## src/rtl/sic_pkg.sv

```systemverilog
package sic_pkg;

    // Register indices (byte offset divided by four)
    localparam int unsigned IDX_MASKED = 0;
    localparam int unsigned IDX_RAW    = 1;
    localparam int unsigned IDX_EN_SET = 2;
    localparam int unsigned IDX_EN_CLR = 3;
    localparam int unsigned IDX_SW_SET = 4;
    localparam int unsigned IDX_SW_CLR = 5;
    localparam int unsigned IDX_PT_SET = 8;
    localparam int unsigned IDX_PT_CLR = 9;

    typedef struct packed {
        logic en_set;
        logic en_clr;
        logic sw_set;
        logic sw_clr;
        logic pt_set;
        logic pt_clr;
    } wr_strobe_t;

    typedef enum logic [2:0] {
        RSEL_NONE,
        RSEL_MASKED,
        RSEL_RAW,
        RSEL_EN,
        RSEL_SW,
        RSEL_PT
    } rd_sel_t;

endpackage

```

## src/rtl/sic_addr_dec.sv

```systemverilog
module sic_addr_dec
    import sic_pkg::*;
#(
    parameter int unsigned ADDR_W = 12
) (
    input  logic              wr_i,
    input  logic              rd_i,
    input  logic [ADDR_W-1:0] addr_i,
    output wr_strobe_t        wr_stb_o,
    output rd_sel_t           rd_sel_o
);
    localparam int unsigned IW = ADDR_W - 2;

    logic [IW-1:0] idx;
    logic          addr_lo_unused;

    assign idx            = addr_i[ADDR_W-1:2];
    assign addr_lo_unused = ^addr_i[1:0];

    always_comb begin
        wr_stb_o = '0;
        if (wr_i) begin
            case (idx)
                IW'(IDX_EN_SET): wr_stb_o.en_set = 1'b1;
                IW'(IDX_EN_CLR): wr_stb_o.en_clr = 1'b1;
                IW'(IDX_SW_SET): wr_stb_o.sw_set = 1'b1;
                IW'(IDX_SW_CLR): wr_stb_o.sw_clr = 1'b1;
                IW'(IDX_PT_SET): wr_stb_o.pt_set = 1'b1;
                IW'(IDX_PT_CLR): wr_stb_o.pt_clr = 1'b1;
                default:         wr_stb_o = '0;
            endcase
        end
    end

    always_comb begin
        rd_sel_o = RSEL_NONE;
        if (rd_i) begin
            case (idx)
                IW'(IDX_MASKED): rd_sel_o = RSEL_MASKED;
                IW'(IDX_RAW):    rd_sel_o = RSEL_RAW;
                IW'(IDX_EN_SET): rd_sel_o = RSEL_EN;
                IW'(IDX_SW_SET): rd_sel_o = RSEL_SW;
                IW'(IDX_PT_SET): rd_sel_o = RSEL_PT;
                default:         rd_sel_o = RSEL_NONE;
            endcase
        end
    end

endmodule

```

## src/rtl/sic_rd_mux.sv

```systemverilog
module sic_rd_mux
    import sic_pkg::*;
#(
    parameter int unsigned NUM_SRC = 32,
    parameter int unsigned PT_LO   = 21,
    parameter int unsigned PT_W    = 10
) (
    input  rd_sel_t              sel_i,
    input  logic [NUM_SRC-1:0]   raw_i,
    input  logic [NUM_SRC-1:0]   en_i,
    input  logic [PT_W-1:0]      pt_i,
    output logic [NUM_SRC-1:0]   data_o
);
    logic [NUM_SRC-1:0] pt_wide;

    assign pt_wide = {{(NUM_SRC-PT_W){1'b0}}, pt_i} << PT_LO;

    always_comb begin
        case (sel_i)
            RSEL_MASKED: data_o = raw_i & en_i;
            RSEL_RAW:    data_o = raw_i;
            RSEL_EN:     data_o = en_i;
            RSEL_SW:     data_o = {{(NUM_SRC-1){1'b0}}, raw_i[0]};
            RSEL_PT:     data_o = pt_wide;
            default:     data_o = '0;
        endcase
    end

endmodule

```

## src/rtl/sic_out_route.sv

```systemverilog
module sic_out_route #(
    parameter int unsigned NUM_SRC  = 32,
    parameter int unsigned PT_LO    = 21,
    parameter int unsigned PT_HI    = 30,
    parameter int unsigned COMB_IDX = 31,
    localparam int unsigned PT_W    = PT_HI - PT_LO + 1
) (
    input  logic [NUM_SRC-1:0] raw_i,
    input  logic [NUM_SRC-1:0] en_i,
    input  logic [PT_W-1:0]    pt_i,
    output logic               comb_o,
    output logic [NUM_SRC-1:0] up_o
);
    logic [NUM_SRC-1:0] pt_line;

    for (genvar k = 0; k < NUM_SRC; k++) begin : g_line
        if (k >= PT_LO && k <= PT_HI) begin : g_pass
            assign pt_line[k] = raw_i[k] & pt_i[k-PT_LO];
        end else begin : g_off
            assign pt_line[k] = 1'b0;
        end
    end

    assign comb_o = |(raw_i & en_i);

    always_comb begin
        up_o           = pt_line;
        up_o[COMB_IDX] = pt_line[COMB_IDX] | comb_o;
    end

endmodule

```

## src/rtl/sec_irq_ctrl.sv

```systemverilog
module sec_irq_ctrl
    import sic_pkg::*;
#(
    parameter int unsigned NUM_SRC  = 32,
    parameter int unsigned ADDR_W   = 12,
    parameter int unsigned PT_LO    = 21,
    parameter int unsigned PT_HI    = 30,
    parameter int unsigned COMB_IDX = 31
) (
    input  logic               clk_i,
    input  logic               rst_ni,
    input  logic [NUM_SRC-1:0] irq_i,
    input  logic               bus_wr_i,
    input  logic               bus_rd_i,
    input  logic [ADDR_W-1:0]  bus_addr_i,
    input  logic [NUM_SRC-1:0] bus_wdata_i,
    output logic [NUM_SRC-1:0] bus_rdata_o,
    output logic               comb_irq_o,
    output logic [NUM_SRC-1:0] upstream_irq_o
);
    localparam int unsigned PT_W = PT_HI - PT_LO + 1;

    typedef struct packed {
        logic [NUM_SRC-1:0] lvl;
        logic               sw;
        logic [NUM_SRC-1:0] en;
        logic [PT_W-1:0]    pt;
    } reg_t;

    typedef struct packed {
        logic [NUM_SRC-1:0] rdata;
        logic               comb;
        logic [NUM_SRC-1:0] up;
    } out_t;

    reg_t st_d, st_q;
    out_t out_d, out_q;

    wr_strobe_t         wr_stb;
    rd_sel_t            rd_sel;
    logic [NUM_SRC-1:0] raw_q, raw_d;
    logic [NUM_SRC-1:0] rd_val;
    logic               comb_d;
    logic [NUM_SRC-1:0] up_d;

    // named views of the state for the bound checker
    logic [NUM_SRC-1:0] lvl_q, en_q;
    logic               sw_q;
    logic [PT_W-1:0]    pt_q;

    assign lvl_q = st_q.lvl;
    assign en_q  = st_q.en;
    assign sw_q  = st_q.sw;
    assign pt_q  = st_q.pt;

    sic_addr_dec #(
        .ADDR_W (ADDR_W)
    ) u_dec (
        .wr_i     (bus_wr_i),
        .rd_i     (bus_rd_i),
        .addr_i   (bus_addr_i),
        .wr_stb_o (wr_stb),
        .rd_sel_o (rd_sel)
    );

    assign raw_q = st_q.lvl | {{(NUM_SRC-1){1'b0}}, st_q.sw};
    assign raw_d = st_d.lvl | {{(NUM_SRC-1){1'b0}}, st_d.sw};

    sic_rd_mux #(
        .NUM_SRC (NUM_SRC),
        .PT_LO   (PT_LO),
        .PT_W    (PT_W)
    ) u_rd (
        .sel_i  (rd_sel),
        .raw_i  (raw_q),
        .en_i   (st_q.en),
        .pt_i   (st_q.pt),
        .data_o (rd_val)
    );

    sic_out_route #(
        .NUM_SRC  (NUM_SRC),
        .PT_LO    (PT_LO),
        .PT_HI    (PT_HI),
        .COMB_IDX (COMB_IDX)
    ) u_route (
        .raw_i  (raw_d),
        .en_i   (st_d.en),
        .pt_i   (st_d.pt),
        .comb_o (comb_d),
        .up_o   (up_d)
    );

    always_comb begin
        st_d     = st_q;
        st_d.lvl = irq_i;
        if (wr_stb.en_set) st_d.en = st_q.en | bus_wdata_i;
        if (wr_stb.en_clr) st_d.en = st_q.en & ~bus_wdata_i;
        if (wr_stb.sw_set && (|bus_wdata_i)) st_d.sw = 1'b1;
        if (wr_stb.sw_clr && (|bus_wdata_i)) st_d.sw = 1'b0;
        if (wr_stb.pt_set) st_d.pt = st_q.pt | bus_wdata_i[PT_HI:PT_LO];
        if (wr_stb.pt_clr) st_d.pt = st_q.pt & ~bus_wdata_i[PT_HI:PT_LO];

        out_d.rdata = rd_val;
        out_d.comb  = comb_d;
        out_d.up    = up_d;
    end

    always_ff @(posedge clk_i or negedge rst_ni) begin
        if (!rst_ni) begin
            st_q  <= '0;
            out_q <= '0;
        end else begin
            st_q  <= st_d;
            out_q <= out_d;
        end
    end

    assign bus_rdata_o    = out_q.rdata;
    assign comb_irq_o     = out_q.comb;
    assign upstream_irq_o = out_q.up;

endmodule

```

## config.mk

```make
export PLATFORM = sky130hd
export DESIGN_NAME = sec_irq_ctrl
export DESIGN_NICKNAME = d
export VERILOG_FILES = /design/src/rtl/sic_pkg.sv /design/src/rtl/sic_addr_dec.sv /design/src/rtl/sic_rd_mux.sv /design/src/rtl/sic_out_route.sv /design/src/rtl/sec_irq_ctrl.sv
export SDC_FILE = /design/constraint.sdc
export NUM_CORES = 1
export LEC_CHECK = 0
export BUFFER_PORTS_ARGS = -buffer_cell sky130_fd_sc_hd__clkbuf_2
export CELL_PAD_IN_SITES_DETAIL_PLACEMENT = 0
export CELL_PAD_IN_SITES_GLOBAL_PLACEMENT = 2
export CORE_MARGIN = 8
export CORE_UTILIZATION = 32
export DETAILED_ROUTE_END_ITERATION = 8
export PLACE_DENSITY = 0.82
export SLEW_MARGIN = 40
export SYNTH_ARGS = -nofsm -noshare
export SYNTH_HDL_FRONTEND = slang
export SYNTH_SLANG_ARGS = --single-unit
```

## constraint.sdc

```tcl
create_clock -name clk_i -period 2.1 [get_ports clk_i]
set_clock_uncertainty 0.15 [all_clocks]
set_input_delay 0.42 -clock clk_i [delete_from_list [all_inputs] [get_ports clk_i]]
set_output_delay 0.42 -clock clk_i [all_outputs]
set_load 0.02 [all_outputs]
```

==> results.md, run 1 <==
- Top Family by Delay on Critical Path: simple AND/OR/NAND/NOR gates
- Nets@finish: ~730
- DRT Pass-1 Iters: 5
- Max-Cap Viols: 0
- Synth Area in Compound Gates: a little over a fifth
- Mean Syn Cell Area: 11.2 um2
- Multiplexer share of the synthesized area: 0.209%
- Setup CP Type: input pin to flip-flop
- Routed vias/inst: between 5 and 6
- Fmax: approximately 500 MHz
- Share of cells above drive strength 1: a little under two fifths
- Endpoint type of the worst setup path: flip-flop
- First-pass GRT wire length: ~25 mm
- Worst hold path depth: 1
- Final Setup Violations: 0
- CTS tree: built
- Max FO, Critical Path: 7
- Worst r2r path cells: 6
- # IOs: approximately 150
- Static Leakage: approximately 0.0035 uW
- Netlist cell types: 37
- Ys flop type: dfrtp_1
- EDFF count, synth: 0
- Slowest cell delay on critical path: 0.39 ns
- DPL Wire Length: 11.6 mm
- # diodes: 0
- Post-synthesis sequential area ratio: between 60% and 70%
- Hold_sp: irq_i[17]
- FP Rows: 44
- H-tree levels: 4
- WP data arrival: between 2 and 2.5 ns
- R2R setup slack: around 0.30 ns
- RSZ-0062 raised after global routing: yes
- DRC Markers: 0
- Synthesized cell area: between 0.004 and 0.005 mm2
- Synth top area cells: dfrtp_1 (62%), a21oi_1 (5.7%), a41oi_1 (5.3%)
- Die height: 138 um
- Initial core utilization: between 30% and 40%
- Synth Area in XOR/XNOR: 0.183%
- Grt total ovfl: 0
- Startpoint class of the critical path: input pin
- Fin crit period: 2.06 ns
- Min-Delay Path Class: input pin to flip-flop
- FFs w/ async S/R, synth: 100%
- Largest net degree at the start of global routing: 61
- Synth Area in Adders: 0%
- Total track usage: 16.5%
- Bufs on Longest Clock Path: 2
- Slowest CP cell: a2111oi_1
- Die area: around 0.019 mm2
- Vias: 4373
- CTS buffer count: 17
- Clock Latency Late Sink: about 0.41 ns
- Number of global-route vias before repair: about 4600
- GPL Wtd Cong: just over 0.9
- Post-route cell area: a little over 0.007 mm2
- Required time of the worst setup path: between 2 and 2.5 ns
- DRT iter0 DRCs: between 300 and 400
- R2R Path Start: en_q[29]
- Yosys reg bits: between 100 and 150
- Max Slew Vio Count: 0
- Tcrit/Tclk final: between 90% and 100%
- Largest family of logic cells by synthesized area: compound AO/OA/AOI/OAI gates
- Initial antenna violation count: 0
- Yosys warns: 0
- Syn-to-layout area delta: 50.9%
- Area leader, netlist: dfrtp_1
- # placed instances: slightly below 800
- Status: complete, no violations
- Post-synth top area share: about three fifths
- TritonCTS sink count: approximately 120
- Simple-gate share of the synthesized area: 9.21%
- Reg2Reg Capture Point: upstream_irq_o[31]
- PD cells: around 830 mW/mm2
- ANT nets after route: 0
- Clock-pin slew on the worst setup and hold paths: about 0.050 ns
- Cell Area, Placed: 0.00606 mm2
- Post-Layout Cell Count: 844
- Setup_tns: 0 ns
- Crit path cell chain: clkbuf_2 -> nor3b_4 -> and3_4 -> buf_6 -> a21oi_1 -> a2111oi_1 -> and4_1 -> nand4_1
- VDD IR max: between 0.0004 and 0.0005 V
- Die Span X: 138 um
- Final core occ: between 40 and 50%
- Hold_ws: around 0.0089 ns
- # port buffers: between 100 and 150
- WP buf/inv: 2
- Final Hold Fails: 0
- Synth Instances: 429
- Root Buffer: clkbuf_16
- WL per Instance: 19.0 um
- Final WL: 16.0 mm
- Hold EP: lvl_q[17]
- Core area: ~0.015 mm2
## layout make-up
cell class | count | area [um2]
fill | 1336 | 7350
timing repair buffer | 228 | 1620
sequential | 118 | 2950
clock buffer | 20 | 447
inverter | 22 | 82.6
tap | 184 | 230
clock inverter | 12 | 201
multi-input combinational | 260 | 1700
## report_power, final
part	switching (uW)	total, uW	internal (uW)
Combinational	294	511	217
Sequential	19.8	2350	2330
Clock	1030	3170	2140
## synthesized netlist by cell type, types with 2 or more instances
| library cell | count |
|---|---|
| nor2_1 | 25 |
| a41oi_1 | 29 |
| dfrtp_1 | 118 |
| nand3b_1 | 2 |
| inv_1 | 22 |
| buf_2 | 6 |
| a211oi_1 | 22 |
| buf_1 | 2 |
| and3_1 | 2 |
| nand2_1 | 14 |
| a21oi_1 | 55 |
| and4_1 | 3 |
| and2_1 | 12 |
| o22ai_1 | 31 |
| nor4_1 | 11 |
| buf_4 | 24 |
| a2111oi_0 | 3 |
| nand4_1 | 3 |
| o21ai_0 | 12 |
| clkbuf_1 | 16 |
## per-layer routing
layer  share of wire (%)  vias up  track usage (%)
met5                   0        -                0
met4                 1.6        0             6.01
met3                 5.9       25             4.79
met2                  47      183             25.4
met1                  45     2174             21.4
li1                    -     1991                -
## cell families (layout without fill, tap and decap cells)
family / count (synthesis) / after routing
flops: 118 / 118
simple gates: 81 / 81
xor+xnor: 1 / 1
buf+inv: 71 / 282
other cells: 1 / 21
mux: 1 / 1
compound gates: 156 / 156
## registers in the layout, summed over array words and instances (netlist names)
signal          flops
bus_rdata_o        32
en_q               32
lvl_q              32
upstream_irq_o     11
pt_q               10
sw_q                1
## worst reg2reg max path, delay by kind of cell, from the launching register on
| kind | cells | cell delay (ns) |
|---|---|---|
| AND/OR/NAND/NOR | 2 | 0.25 |
| buffers and inverters | 1 | 0.16 |
| flip-flops | 1 | 0.39 |
| AO/OA/AOI/OAI | 3 | 0.71 |
## through the flow
stage,worst slack [ns],total power (uW)
final,0.0416,6020
after global routing,-0.0545,6240
after CTS,0.00101,6050
after detailed placement,-0.805,2830
after global placement,-0.756,2830
after floorplan,-0.0393,2570
## how the worst max path moves through the flow
| stage | start | to | slack, ns | depth (start not counted) |
|---|---|---|---|---|
| after floorplan | bus_addr_i[8] | upstream_irq_o[31] | -0.04 | 8 |
| after detailed placement | bus_addr_i[3] | upstream_irq_o[31] | -0.81 | 10 |
| after global routing | bus_addr_i[4] | upstream_irq_o[31] | -0.05 | 10 |
| after CTS | bus_addr_i[5] | upstream_irq_o[31] | 0.001 | 10 |
| final | bus_addr_i[11] | upstream_irq_o[31] | 0.04 | 8 |
| after global placement | bus_addr_i[3] | upstream_irq_o[31] | -0.76 | 10 |
## placed cells by master, fill, tap and decap left out, types with 2 or more instances in the layout
| cell type | instances |
|---|---|
| nor2_1 | 25 |
| nand2_1 | 14 |
| o22ai_1 | 31 |
| buf_8 | 2 |
| clkinv_2 | 2 |
| a211oi_1 | 13 |
| nor4_2 | 2 |
| and2_1 | 12 |
| buf_12 | 6 |
| and4_1 | 3 |
| o21ai_0 | 11 |
| clkbuf_1 | 2 |
| inv_1 | 22 |
| conb_1 | 21 |
| clkinv_4 | 3 |
| a21oi_1 | 55 |
| clkbuf_2 | 117 |
| a41oi_1 | 26 |
| clkbuf_16 | 18 |
| a41oi_2 | 3 |
| nor4_1 | 9 |
| buf_6 | 8 |
| nand3b_1 | 2 |
| bufinv_16 | 5 |
| dfrtp_1 | 118 |
| nand4_1 | 3 |
| a211oi_2 | 8 |
| buf_4 | 65 |
| dlygate4sd3_1 | 28 |
| clkinvlp_4 | 2 |
## repair_timing
action / in CTS / in global routing
endpoints found under the hold margin: 132 / 1
hold buffers: 27 / 1
setup buffers: 0 / 3
setup endpoints to repair: 1 / 4
pin swaps: 3 / 9
cloned: 0 / 2
resized for setup: 12 / 30
Note: power is estimated with default switching activity, not from simulation.
==> run 2, diff against run 1 <==
- PLACE_DENSITY: 0.82 -> unset
- PLACE_DENSITY_LB_ADDON: unset -> 0.1
==> results.md, run 2 (synthesis gave the netlist of run 1 again) <==
- Slowest cell delay on critical path: 0.38 ns (about the same)
- Routed vias/inst: 4.96 (-4.2%)
- Setup CP Type: input pin to flip-flop
- Vias: 4183 (-4.3%)
- PD cells: 776 mW/mm2 (-6.7%)
- Worst hold path depth: 1 (unchanged)
- H-tree levels: 4 (unchanged)
- Max FO, Critical Path: 5 (-2)
- Max Slew Vio Count: 0 (unchanged)
- Min-Delay Path Class: input pin to flip-flop
- DRC Markers: 0 (unchanged)
- WL per Instance: 19.1 um (+0.69%)
- Syn-to-layout area delta: 48.0%
- Worst r2r path cells: 6 (unchanged)
- Fin crit period: 2.06 ns (-0.00178 ns)
- First-pass GRT wire length: 25.8 mm (+2.4%)
- Hold_sp: irq_i[28]
- RSZ-0062 raised after global routing: no
- Core area: 0.0146 mm2 (unchanged)
- Slowest CP cell: nor4b_4
- Endpoint type of the worst setup path: flip-flop
- Die height: 138 um (unchanged)
- DRT iter0 DRCs: 234 (-33%)
- TritonCTS sink count: 118 (unchanged)
- Total track usage: 17.1% (+0.63 points)
- Reg power frac: 42.6% (+3.7 points)
- Clock-pin slew on the worst setup and hold paths: 0.05 ns (about the same)
- Final Setup Violations: 0 (unchanged)
- Internal power: 4230 uW (-9.6%)
- Top Family by Delay on Critical Path: buffers and inverters
- Metal3 WL: 939 um (-0.63%)
- DPL Wire Length: 11.8 mm (+2.2%)
- Detailed route wirelength on metal2: 7.41 mm (-1.5%)
- Fmax: 486 MHz (about the same)
- Top routing layer in use: met4
- Most frequent cells in the layout: clkbuf_2 (120), dfrtp_1 (118), buf_4 (65)
- Static Leakage: 0.00347 uW (-1.3%)
- Startpoint class of the critical path: input pin
- Die area: 0.0192 mm2 (unchanged)
- VDD IR max: 0.000520 V (+5.4%)
- Crit path cell chain: clkbuf_2 -> buf_4 -> nor4b_4 -> buf_12 -> buf_4 -> a41oi_2 -> a211oi_2 -> buf_4 -> nor4_2 -> and4_1 -> nand4_1
- Initial antenna violation count: 0 (unchanged)
- Status: complete, no violations
- Root Buffer: clkbuf_16
- Clock Latency Late Sink: 0.42 ns (about the same)
- Hold EP: lvl_q[28]
- NetSw: 1280 uW (-4.7%)
- R2R setup slack: 0.34 ns (+0.04 ns)
- Post-route met1 wirelength: 7.57 mm (+4.0%)
- WP data arrival: 2.25 ns (+0.06 ns)
- Final Hold Fails: 0 (unchanged)
- Clock Power Share: 48.1% (-4.5 points)
- Net Sw Frac: 23.3% (+0.93 points)
- Max-Cap Viols: 0 (unchanged)
- Initial core utilization: 32.9% (unchanged)
- FP Rows: 44 (unchanged)
- CTS buffer count: 17 (unchanged)
- DRT Pass-1 Iters: 4 (-1)
- Share of cells above drive strength 1: 36.9% (-1.3 points)
- Required time of the worst setup path: 2.30 ns (+0.07 ns)
- ANT nets after route: 0 (unchanged)
- Die Span X: 138 um (unchanged)
- # diodes: 0 (unchanged)
- Worst Slack Setup Final: 0.0433 ns (+0.00178 ns)
- Grt total ovfl: 0 (unchanged)
- Number of global-route vias before repair: 4565 (-0.48%)
- Setup Slack @ Placement: -0.566 ns (+0.239 ns)
- Final WL: 16.1 mm (+0.57%)
- Tcrit/Tclk final: 97.9% (about the same)
- # port buffers: 121 (unchanged)
- Largest net degree at the start of global routing: 38 (-38%)
- GPL Wtd Cong: 0.810 (-11%)
- WP buf/inv: 5 (+3)
- CTS tree: built
- Gate power share: 9.2% (+0.7 points)
- Bufs on Longest Clock Path: 2 (unchanged)
- Nets@finish: 727 (unchanged)
- # IOs: 145 (unchanged)
- Worst-Margin Slew: around 0.54 ns
- Most common cell after layout, fill and taps aside: clkbuf_2
- Slew HR: between 60% and 70%
- Reg2Reg Capture Point: upstream_irq_o[31]
- Setup_tns: 0 ns (unchanged)
- R2R Path Start: en_q[23]
- Crit-path most repeated cell: buf_4
[run 2: cell count changes in the layout (fill, tap and decap cells not counted), sizes merged]
| cell | before | now |
|---|---|---|
| clkbuf | 138 | 149 |
| buf | 82 | 75 |
| bufinv | 5 | 0 |
| dlygate4sd3 | 28 | 32 |
| clkinv | 5 | 3 |
| clkinvlp | 2 | 0 |
[run 2: power by group through the flow]
stage | Combinational [uW] | Sequential (uW) | Clock (uW)
after floorplan | 182 | 2390 | 0
after global placement | 449 | 2390 | 0
after detailed placement | 452 | 2390 | 0
after CTS | 505 | 2350 | 2710
after global routing | 560 | 2350 | 2810
final | 509 | 2350 | 2650
[run 2: per-layer routing]
metal	vias to the layer above	GRT usage (%)
met5	-	0
met4	0	5.49
met3	17	4.69
met2	134	26.5
met1	2033	22.6
li1	1999	-
[run 2: area by class of cell]
class / instances / area (um2)
fillers: 1367 / 7490
flip-flops and latches: 118 / 2950
multi-input cells: 260 / 1670
repair buffers: 228 / 1620
clock buffers: 28 / 527
well taps: 184 / 230
inverters: 22 / 82.6
clock inverters: 3 / 15.0
[run 2: worst reg2reg max path, stage by stage (launching register included)]
cell,delay (ns)
dfrtp_1,0.39
a41oi_1,0.23
a211oi_1,0.09
a2111oi_1,0.35
buf_4,0.18
and4_1,0.16
nand4_1,0.07
[run 2: how the worst max path moves through the flow]
stage | startpoint | endpoint | slack [ns] | depth (start not counted)
after floorplan | bus_addr_i[8] | upstream_irq_o[31] | -0.04 | 8
after global placement | bus_addr_i[4] | upstream_irq_o[31] | -0.62 | 9
after detailed placement | bus_addr_i[4] | upstream_irq_o[31] | -0.57 | 11
after CTS | bus_addr_i[8] | bus_rdata_o[26] | 0.001 | 8
after global routing | bus_addr_i[5] | upstream_irq_o[31] | 0.003 | 10
final | bus_addr_i[4] | upstream_irq_o[31] | 0.04 | 11
[run 2: repair_timing]
| action | CTS | global route |
|---|---|---|
| endpoints found under the hold margin | 63 | 0 |
| hold buffers | 32 | 0 |
| gates resized for setup | 8 | 15 |
| pin swaps | 1 | 3 |
| buffers inserted | 0 | 1 |
| cloned | 0 | 1 |
| setup endpoints to repair | 1 | 27 |
[run 2: stage by stage]
| stage | instances | area (um2) | power, uW | hold WS, ns | util [%] |
|---|---|---|---|---|---|
| after global routing | 843 | 7100 | 5720 | 0.0507 | 48.7 |
| after global placement | 778 | 6090 | 2830 | 0.284 | 41.8 |
| after CTS | 841 | 6990 | 5560 | 0.0416 | 47.9 |
| after floorplan | 449 | 4880 | 2570 | -0.0256 | - |
| after detailed placement | 778 | 6090 | 2840 | 0.284 | 41.8 |
| final | 843 | 7100 | 5510 | 0.0663 | 48.7 |
